## config.mk

```make
export PLATFORM = sky130hd
export DESIGN_NAME = fpx_status_unit
export DESIGN_NICKNAME = d
export VERILOG_FILES = /design/src/rtl/fpx_pkg.sv /design/src/rtl/fpx_prio_pick.sv /design/src/rtl/fpx_classify.sv /design/src/rtl/fpx_status_unit.sv
export SDC_FILE = /design/constraint.sdc
export NUM_CORES = 1
export LEC_CHECK = 0
export BUFFER_PORTS_ARGS = -buffer_cell sky130_fd_sc_hd__buf_2
export CAP_MARGIN = 20
export CELL_PAD_IN_SITES_DETAIL_PLACEMENT = 1
export CELL_PAD_IN_SITES_GLOBAL_PLACEMENT = 1
export CORE_MARGIN = 1
export CORE_UTILIZATION = 25
export CTS_BUF_LIST = sky130_fd_sc_hd__clkbuf_2 sky130_fd_sc_hd__clkbuf_4 sky130_fd_sc_hd__clkbuf_8
export DETAILED_ROUTE_END_ITERATION = 8
export GPL_TIMING_DRIVEN = 1
export HOLD_SLACK_MARGIN = 0.05
export PLACE_DENSITY_LB_ADDON = 0.1
export SKIP_LAST_GASP = 1
export SYNTH_ARGS = -nofsm -noshare
export SYNTH_HDL_FRONTEND = slang
export SYNTH_SLANG_ARGS = --single-unit
export TNS_END_PERCENT = 50
```

## constraint.sdc

```tcl
create_clock -name clk -period 1 [get_ports clk]
set_clock_uncertainty 0.2 [all_clocks]
set_input_delay 0.2 -clock clk [delete_from_list [all_inputs] [get_ports clk]]
set_output_delay 0.2 -clock clk [all_outputs]
set_load 0.05 [all_outputs]
```

## src/rtl/fpx_pkg.sv

```systemverilog
package fpx_pkg;
    localparam int EXC_W   = 5;
    localparam int TTYPE_W = 3;
    localparam int EXC_INV = 4;
    localparam logic [TTYPE_W-1:0] TT_NONE = 3'd0;
    localparam logic [TTYPE_W-1:0] TT_IEEE = 3'd1;

    typedef enum logic [1:0] {
        OUT_CLEAN  = 2'd0,
        OUT_ACCRUE = 2'd1,
        OUT_TRAP   = 2'd2
    } outcome_e;
endpackage

```

## src/rtl/fpx_prio_pick.sv

```systemverilog
module fpx_prio_pick #(
    parameter int N = 5
) (
    input  logic [N-1:0] hit,
    output logic [N-1:0] onehot
);
    for (genvar i = 0; i < N; i++) begin : g_bit
        if (i == N - 1) begin : g_top
            assign onehot[i] = hit[i];
        end else begin : g_low
            assign onehot[i] = hit[i] & ~(|hit[N-1:i+1]);
        end
    end
endmodule

```

## src/rtl/fpx_classify.sv

```systemverilog
module fpx_classify
    import fpx_pkg::*;
#(
    parameter int NEXC  = EXC_W,
    parameter int TT_W  = TTYPE_W,
    parameter int INV_B = EXC_INV
) (
    input  logic            is_cmp,
    input  logic [NEXC-1:0] raised,
    input  logic [NEXC-1:0] tmask,
    input  logic [NEXC-1:0] accr_in,
    input  logic [TT_W-1:0] ttype_in,
    output outcome_e        outcome,
    output logic [NEXC-1:0] nxt_curr,
    output logic [NEXC-1:0] nxt_accr,
    output logic [TT_W-1:0] nxt_ttype,
    output logic            wr_ok
);
    localparam logic [NEXC-1:0] INV_ONLY = NEXC'(1) << INV_B;
    localparam logic [TT_W-1:0] TT_EXC   = TT_W'(TT_IEEE);

    logic [NEXC-1:0] eff;
    logic [NEXC-1:0] hit;
    logic [NEXC-1:0] top_hit;

    assign eff = is_cmp ? (raised & INV_ONLY) : raised;
    assign hit = eff & tmask;

    fpx_prio_pick #(.N(NEXC)) i_pick (
        .hit    (hit),
        .onehot (top_hit)
    );

    always_comb begin
        if (|hit)      outcome = OUT_TRAP;
        else if (|eff) outcome = OUT_ACCRUE;
        else           outcome = OUT_CLEAN;
    end

    always_comb begin
        nxt_curr  = '0;
        nxt_accr  = accr_in;
        nxt_ttype = ttype_in;
        wr_ok     = 1'b0;
        unique case (outcome)
            OUT_TRAP: begin
                nxt_curr  = top_hit;
                nxt_ttype = TT_EXC;
            end
            OUT_ACCRUE: begin
                nxt_curr = eff;
                nxt_accr = accr_in | eff;
                wr_ok    = ~is_cmp;
            end
            OUT_CLEAN: begin
                wr_ok = ~is_cmp;
            end
            default: begin
                wr_ok = 1'b0;
            end
        endcase
    end
endmodule

```

## src/rtl/fpx_status_unit.sv

```systemverilog
module fpx_status_unit
    import fpx_pkg::*;
#(
    parameter int NEXC = EXC_W,
    parameter int TT_W = TTYPE_W
) (
    input  logic                   clk,
    input  logic                   rst_n,
    input  logic                   op_valid,
    input  logic                   op_is_cmp,
    input  logic [NEXC-1:0]        exc_raised,
    input  logic [TT_W-1:0]        prev_ttype,
    input  logic [NEXC-1:0]        prev_tmask,
    input  logic [NEXC-1:0]        prev_accr,
    output logic [TT_W+3*NEXC-1:0] status_out,
    output logic                   trap_req,
    output logic                   wr_en
);
    localparam int SW = TT_W + 3 * NEXC;

    outcome_e        outcome;
    logic [NEXC-1:0] nxt_curr;
    logic [NEXC-1:0] nxt_accr;
    logic [TT_W-1:0] nxt_ttype;
    logic            wr_ok;

    logic [SW-1:0]   status_d, status_q;
    logic            trap_d, trap_q;
    logic            wr_d, wr_q;

    fpx_classify #(.NEXC(NEXC), .TT_W(TT_W), .INV_B(NEXC - 1)) i_cls (
        .is_cmp    (op_is_cmp),
        .raised    (exc_raised),
        .tmask     (prev_tmask),
        .accr_in   (prev_accr),
        .ttype_in  (prev_ttype),
        .outcome   (outcome),
        .nxt_curr  (nxt_curr),
        .nxt_accr  (nxt_accr),
        .nxt_ttype (nxt_ttype),
        .wr_ok     (wr_ok)
    );

    // next-value process
    always_comb begin
        status_d = status_q;
        trap_d   = 1'b0;
        wr_d     = 1'b0;
        if (op_valid) begin
            status_d = {nxt_ttype, prev_tmask, nxt_accr, nxt_curr};
            trap_d   = (outcome == OUT_TRAP);
            wr_d     = wr_ok;
        end
    end

    // register process
    always_ff @(posedge clk or negedge rst_n) begin
        if (!rst_n) begin
            status_q <= '0;
            trap_q   <= 1'b0;
            wr_q     <= 1'b0;
        end else begin
            status_q <= status_d;
            trap_q   <= trap_d;
            wr_q     <= wr_d;
        end
    end

    assign status_out = status_q;
    assign trap_req   = trap_q;
    assign wr_en      = wr_q;
endmodule

```

=== After elaboration in Yosys (flattened, before gate mapping) ===
Index checks and enable logic that the tools add are counted.

* Word-level logic and storage cells: 32
* Input port bits: 22
* Output and inout bits: 20
* Register bits: 20

* Reductions and logical operators: 7
* Eq/ne operators: 2
* Bitwise gates (word level): 11
* Muxes and demuxes: 9

{| class="wikitable"
|+ Operators by type and width
! kind !! number
|-
| 5-bit one-hot mux with 2 select lines || 1
|-
| 5-bit OR reduction || 2
|-
| 5-bit AND || 1
|-
| 5-bit two-way mux || 1
|-
| 1-bit inverter || 5
|-
| 5-bit bitwise OR || 1
|-
| 1-bit AND || 4
|-
| 1-bit two-way mux || 4
|-
| 4-bit two-way mux || 1
|-
| 2-bit OR reduction || 2
|-
| 4-bit OR reduction || 1
|-
| 3-bit two-way mux || 1
|-
| 3-bit OR reduction || 1
|-
| 2-bit by 1-bit == test with 1-bit output (second input constant) || 1
|-
| 2-bit == test (second input constant) || 1
|-
| 2-bit logical NOT || 1
|-
| 2-bit two-way mux || 1
|}

=== Logic depth before layout (Yosys ltp) ===
* Word-level depth: 8
* Mapped depth: 4

=== By module ===
From an unflattened synthesis, not the netlist that was laid out.

* Cells, all modules: 88
* Area, all modules: 1117.3 um^2

{| class="wikitable"
|+ By module, submodules not included
! module !! area each (um^2) !! cells each !! instances
|-
| fpx_status_unit || 808.3 || 42 || 1
|-
| fpx_classify || 254.0 || 40 || 1
|-
| fpx_prio_pick || 55.1 || 6 || 1
|}

=== Worst setup path after synthesis ===
Ideal clock, no wire load.

* Kind: in2reg
* Start: input port exc_raised[1]
* End: register status_q[15] (netlist: status_out[15])
* Slack: -0.621 ns
* Library setup time: 0.126 ns
* Arrival time: 1.295 ns
* Path buffers: 0
* Cell stages on the path: 3
* Cells stage by stage: a222oi_1 -> a21oi_2 -> o32a_1

* Longest elaborated chain between the ends: 6
* Elaborated cells between the ends (all ways): 8

{| class="wikitable"
|+ RTL lines
! item !! line !! RTL
|-
| start: declaration || fpx_status_unit.sv:11 || <nowiki>input logic [NEXC-1:0] exc_raised,</nowiki>
|-
| 4-bit two-way mux * || fpx_classify.sv:26 || <nowiki>assign eff = is_cmp ? (raised & INV_ONLY) : raised;</nowiki>
|-
| 5-bit OR reduction or 5-bit AND (tied branches) || fpx_classify.sv:36, fpx_classify.sv:27 ||
|-
| 1-bit two-way mux or 5-bit OR reduction (tied branches) || fpx_classify.sv:36, fpx_classify.sv:35 ||
|-
| 2-bit two-way mux * || fpx_classify.sv:35 || <nowiki>if (|hit) outcome = OUT_TRAP;</nowiki>
|-
| 2-bit == test * || fpx_classify.sv:45 || <nowiki>unique case (outcome)</nowiki>
|-
| 3-bit two-way mux * || fpx_classify.sv:45 ||
|-
| end signal: assignment || fpx_status_unit.sv:63 || <nowiki>status_q <= status_d;</nowiki>
|-
| end: declaration || fpx_status_unit.sv:27 || <nowiki>logic [SW-1:0] status_d, status_q;</nowiki>
|}

Mark *: on every way between the ends. The rest lies on a longest branch, timed or not.
A chain may end at the register's enable or synchronous reset.

=== Worst setup path in the final report ===
* Start: register status_q[16] (netlist: status_out[16])
* End: output port status_out[16]

{| class="wikitable"
|+ RTL lines
! item !! line !! RTL
|-
| end: declaration || fpx_status_unit.sv:15 || <nowiki>output logic [TT_W+3*NEXC-1:0] status_out,</nowiki>
|}

No word-level cell between the ends.

==> reports/results.ini <==
[status]
outcome = finished with violations
violations = negative hold slack, negative setup slack

[power_and_ir_drop]
switching_share_pct = 34.1
p_int_w = 0.00144
p_seq_share_pct = 42.3
power_switching_w = 0.000746
p_comb_share_pct = 35.5
clkPwrFrac_pct = 22.2
peakVddDrop_mv = 0.644
power_density_mw_per_mm2 = 1420
p_leak_nw = 0.751

[global_routing]
grtUsageTotal_pct = 16.0
grt_max_degree = 22
antenna_found_initial = 0
grt_busiest_layer = met2
grt_pass1_wl_um = 4220
use_met3_pct = 2.56
met2_usage_pct = 27.8
first_global_vias = 930
gr-usage-met1_pct = 19.5
gr-total-overflow = 0

[sta]
fin_ws_ns = -0.284
final_max_slew_viol_count = 0
worstMarginPinSlew_ns = 0.307
setup_viol = 33
post-route-period-util_pct = 128
rsz0062_at_grt = true
fmax_ghz = 0.779
layout_min_cycle_time_ns = 1.28
max-slew-margin-rel_pct = 79.5
hold_violations = 6
hold_ws_ns = -0.0789

[synth]
synth_edf_count = 0
synth_area_leader_cell = dfrtp_1
synthArstFlopShare_pct = 100
syn_nets = 99
synth.avg_cell_area_um2 = 11.2
yosysMostFrequentCell = dfrtp_1
yosysSeqAreaShare_pct = 57.8
synth.top_cells.by_area = dfrtp_1, mux2_2, o22ai_1
ys_top_cells_by_count = dfrtp_1, inv_1, nand2_1
ys.flop_type = dfrtp_1
ys_warn_count = 0
synth_top_cell_area_share_pct = 57.8
ys_types = 25
synthesis.area_um2 = 866
ys_ff_latch = 20
synthCells = 77

[worst_setup_path]
arrival_ns = 0.88
cpPeakStageDelay_ns = 0.42
critical_path_class = flop to output port
path_cells = buf_6
crit_required_ns = 0.60
cp-end-kind = output port
worst_setup_path_start_kind = flop
cp_slowest_cell = dfrtp_1
crit_family = flip-flops
worst-path-buf-inv = 1
cp_max_fo = 2

[detailed_routing]
firstDrtPassIters = 5
drc_errors = 0
wl_um = 2580
drtIter0Drc = 13
ant_nets = 0
viasPerCell = 4.45
wl_per_cell_um = 13.1
via_count = 877

[placed_design]
dp_hpwl_um = 1860
portBuffers = 41
gp_congestion = 0.769

[clock_network]
clkLatencyLatePin_ns = 0.30
cts_made_buffers = 3
clk_pin_slew_ns = 0.12
clock-root-buffer = clkbuf_4
clock_path_buffers = 2
clock_sinks = 20
hold_buffers = 3
cts_tree = yes
h-tree-depth = 1

[floorplanning]
coreArea_mm2 = 0.00334
boundaryPins = 42
die_x_um = 60.9
die_area_mm2 = 0.00370
fp-row-count = 21
die_h_um = 60.9
initial_core_util_pct = 25.9

[flow_run]
cap_violations = 0

[cells_and_area]
layout-drive-gt1-share_pct = 53.6
fill_cells = 384
n_antenna_cell = 0
fin_util_pct = 46.2
num-nets-final = 174
area_growth_pct = 77.9

[min_path]
hold_path_class = input pin to flop

==> placed cells by master (no fill, tap or decap), types with 3 or more instances in the layout <==
master         netlist  routed
dfrtp_1             20      19
clkbuf_4             0       3
dlygate4sd3_1        0       3
buf_4                0      27
buf_2                0      21
o22ai_1              5       5
o21ai_1              4       4
a221o_1              3       3
nand2_1              8       8
nor2b_1              4       4
inv_1                8       8
buf_6                0      20
mux2_2               5       5
==> repair_timing <==
item / CTS / global route
cloned: 0 / 0
hold endpoints to repair: 31 / 7
resized for setup: 37 / 3
setup endpoints to repair: 33 / 37
setup buffers: 5 / 1
==> worst min-delay path, delay by kind of cell <==
family / cells / cell delay [ns]
AO/OA/AOI/OAI: 1 / 0.07
buffers and inverters: 1 / 0.08
multiplexers: 1 / 0.05
==> layout make-up <==
cell class | instances | area (um2) | area share [%]
Inverter | 8 | 30.0 | 1.95
Tap cell | 46 | 57.6 | 3.74
Multi-Input combinational cell | 47 | 332 | 21.5
Timing Repair Buffer | 72 | 583 | 37.9
Clock buffer | 4 | 36.3 | 2.36
Sequential cell | 20 | 502 | 32.6
==> power by group through the flow <==
stage | clock [W] | sequential, W | combinational, W
after global routing | 0.000531 | 0.000936 | 0.000831
after CTS | 0.000499 | 0.000926 | 0.000772
after floorplan | 0 | 0.00118 | 0.000131
after global placement | 0 | 0.000924 | 0.000645
final | 0.000485 | 0.000927 | 0.000776
after detailed placement | 0 | 0.000927 | 0.000652
==> per-layer routing <==
metal / up-vias / wire, um
met3: 6 / 114
met1: 419 / 1110
met4: 0 / 45
li1: 428 / -
met5: - / 0
met2: 24 / 1310
==> sequential cells by signal, indices dropped and copies added, names as in the netlist <==
name and flops:
status_out 18, trap_req 1, wr_en 1
==> cell families after synthesis <==
logic type	synth area share, %
AO/OA/AOI/OAI	19.7
flip-flops	57.8
multiplexers	8.81
buffers and inverters	4.33
AND/OR/NAND/NOR	9.39
==> final timing paths <==
kind	end	start	slack, ns	depth (start not counted)
max reg2reg	status_out[15]	status_out[15]	-0.21	4
max in group asynchronous	status_out[0]	rst_n	0.30	3
min reg2reg	status_out[2]	status_out[2]	0.35	2
min in group asynchronous	status_out[16]	rst_n	0.15	3
max	status_out[16]	status_out[16]	-0.28	1
min	status_out[9]	prev_accr[4]	-0.08	3
==> stage by stage <==
step	power [W]	cells	setup WS, ns	setup TNS, ns	cell area [um2]
floorplan	0.00131	77	-0.615	-6.97	876
CTS	0.00220	196	-0.292	-7.21	1520
detailed placement	0.00158	184	-0.523	-7.41	1300
global route	0.00230	197	-0.318	-8.74	1540
global placement	0.00157	184	-0.480	-6.95	1300
finish	0.00219	197	-0.284	-7.34	1540
Power figures use the tool's default switching activity.
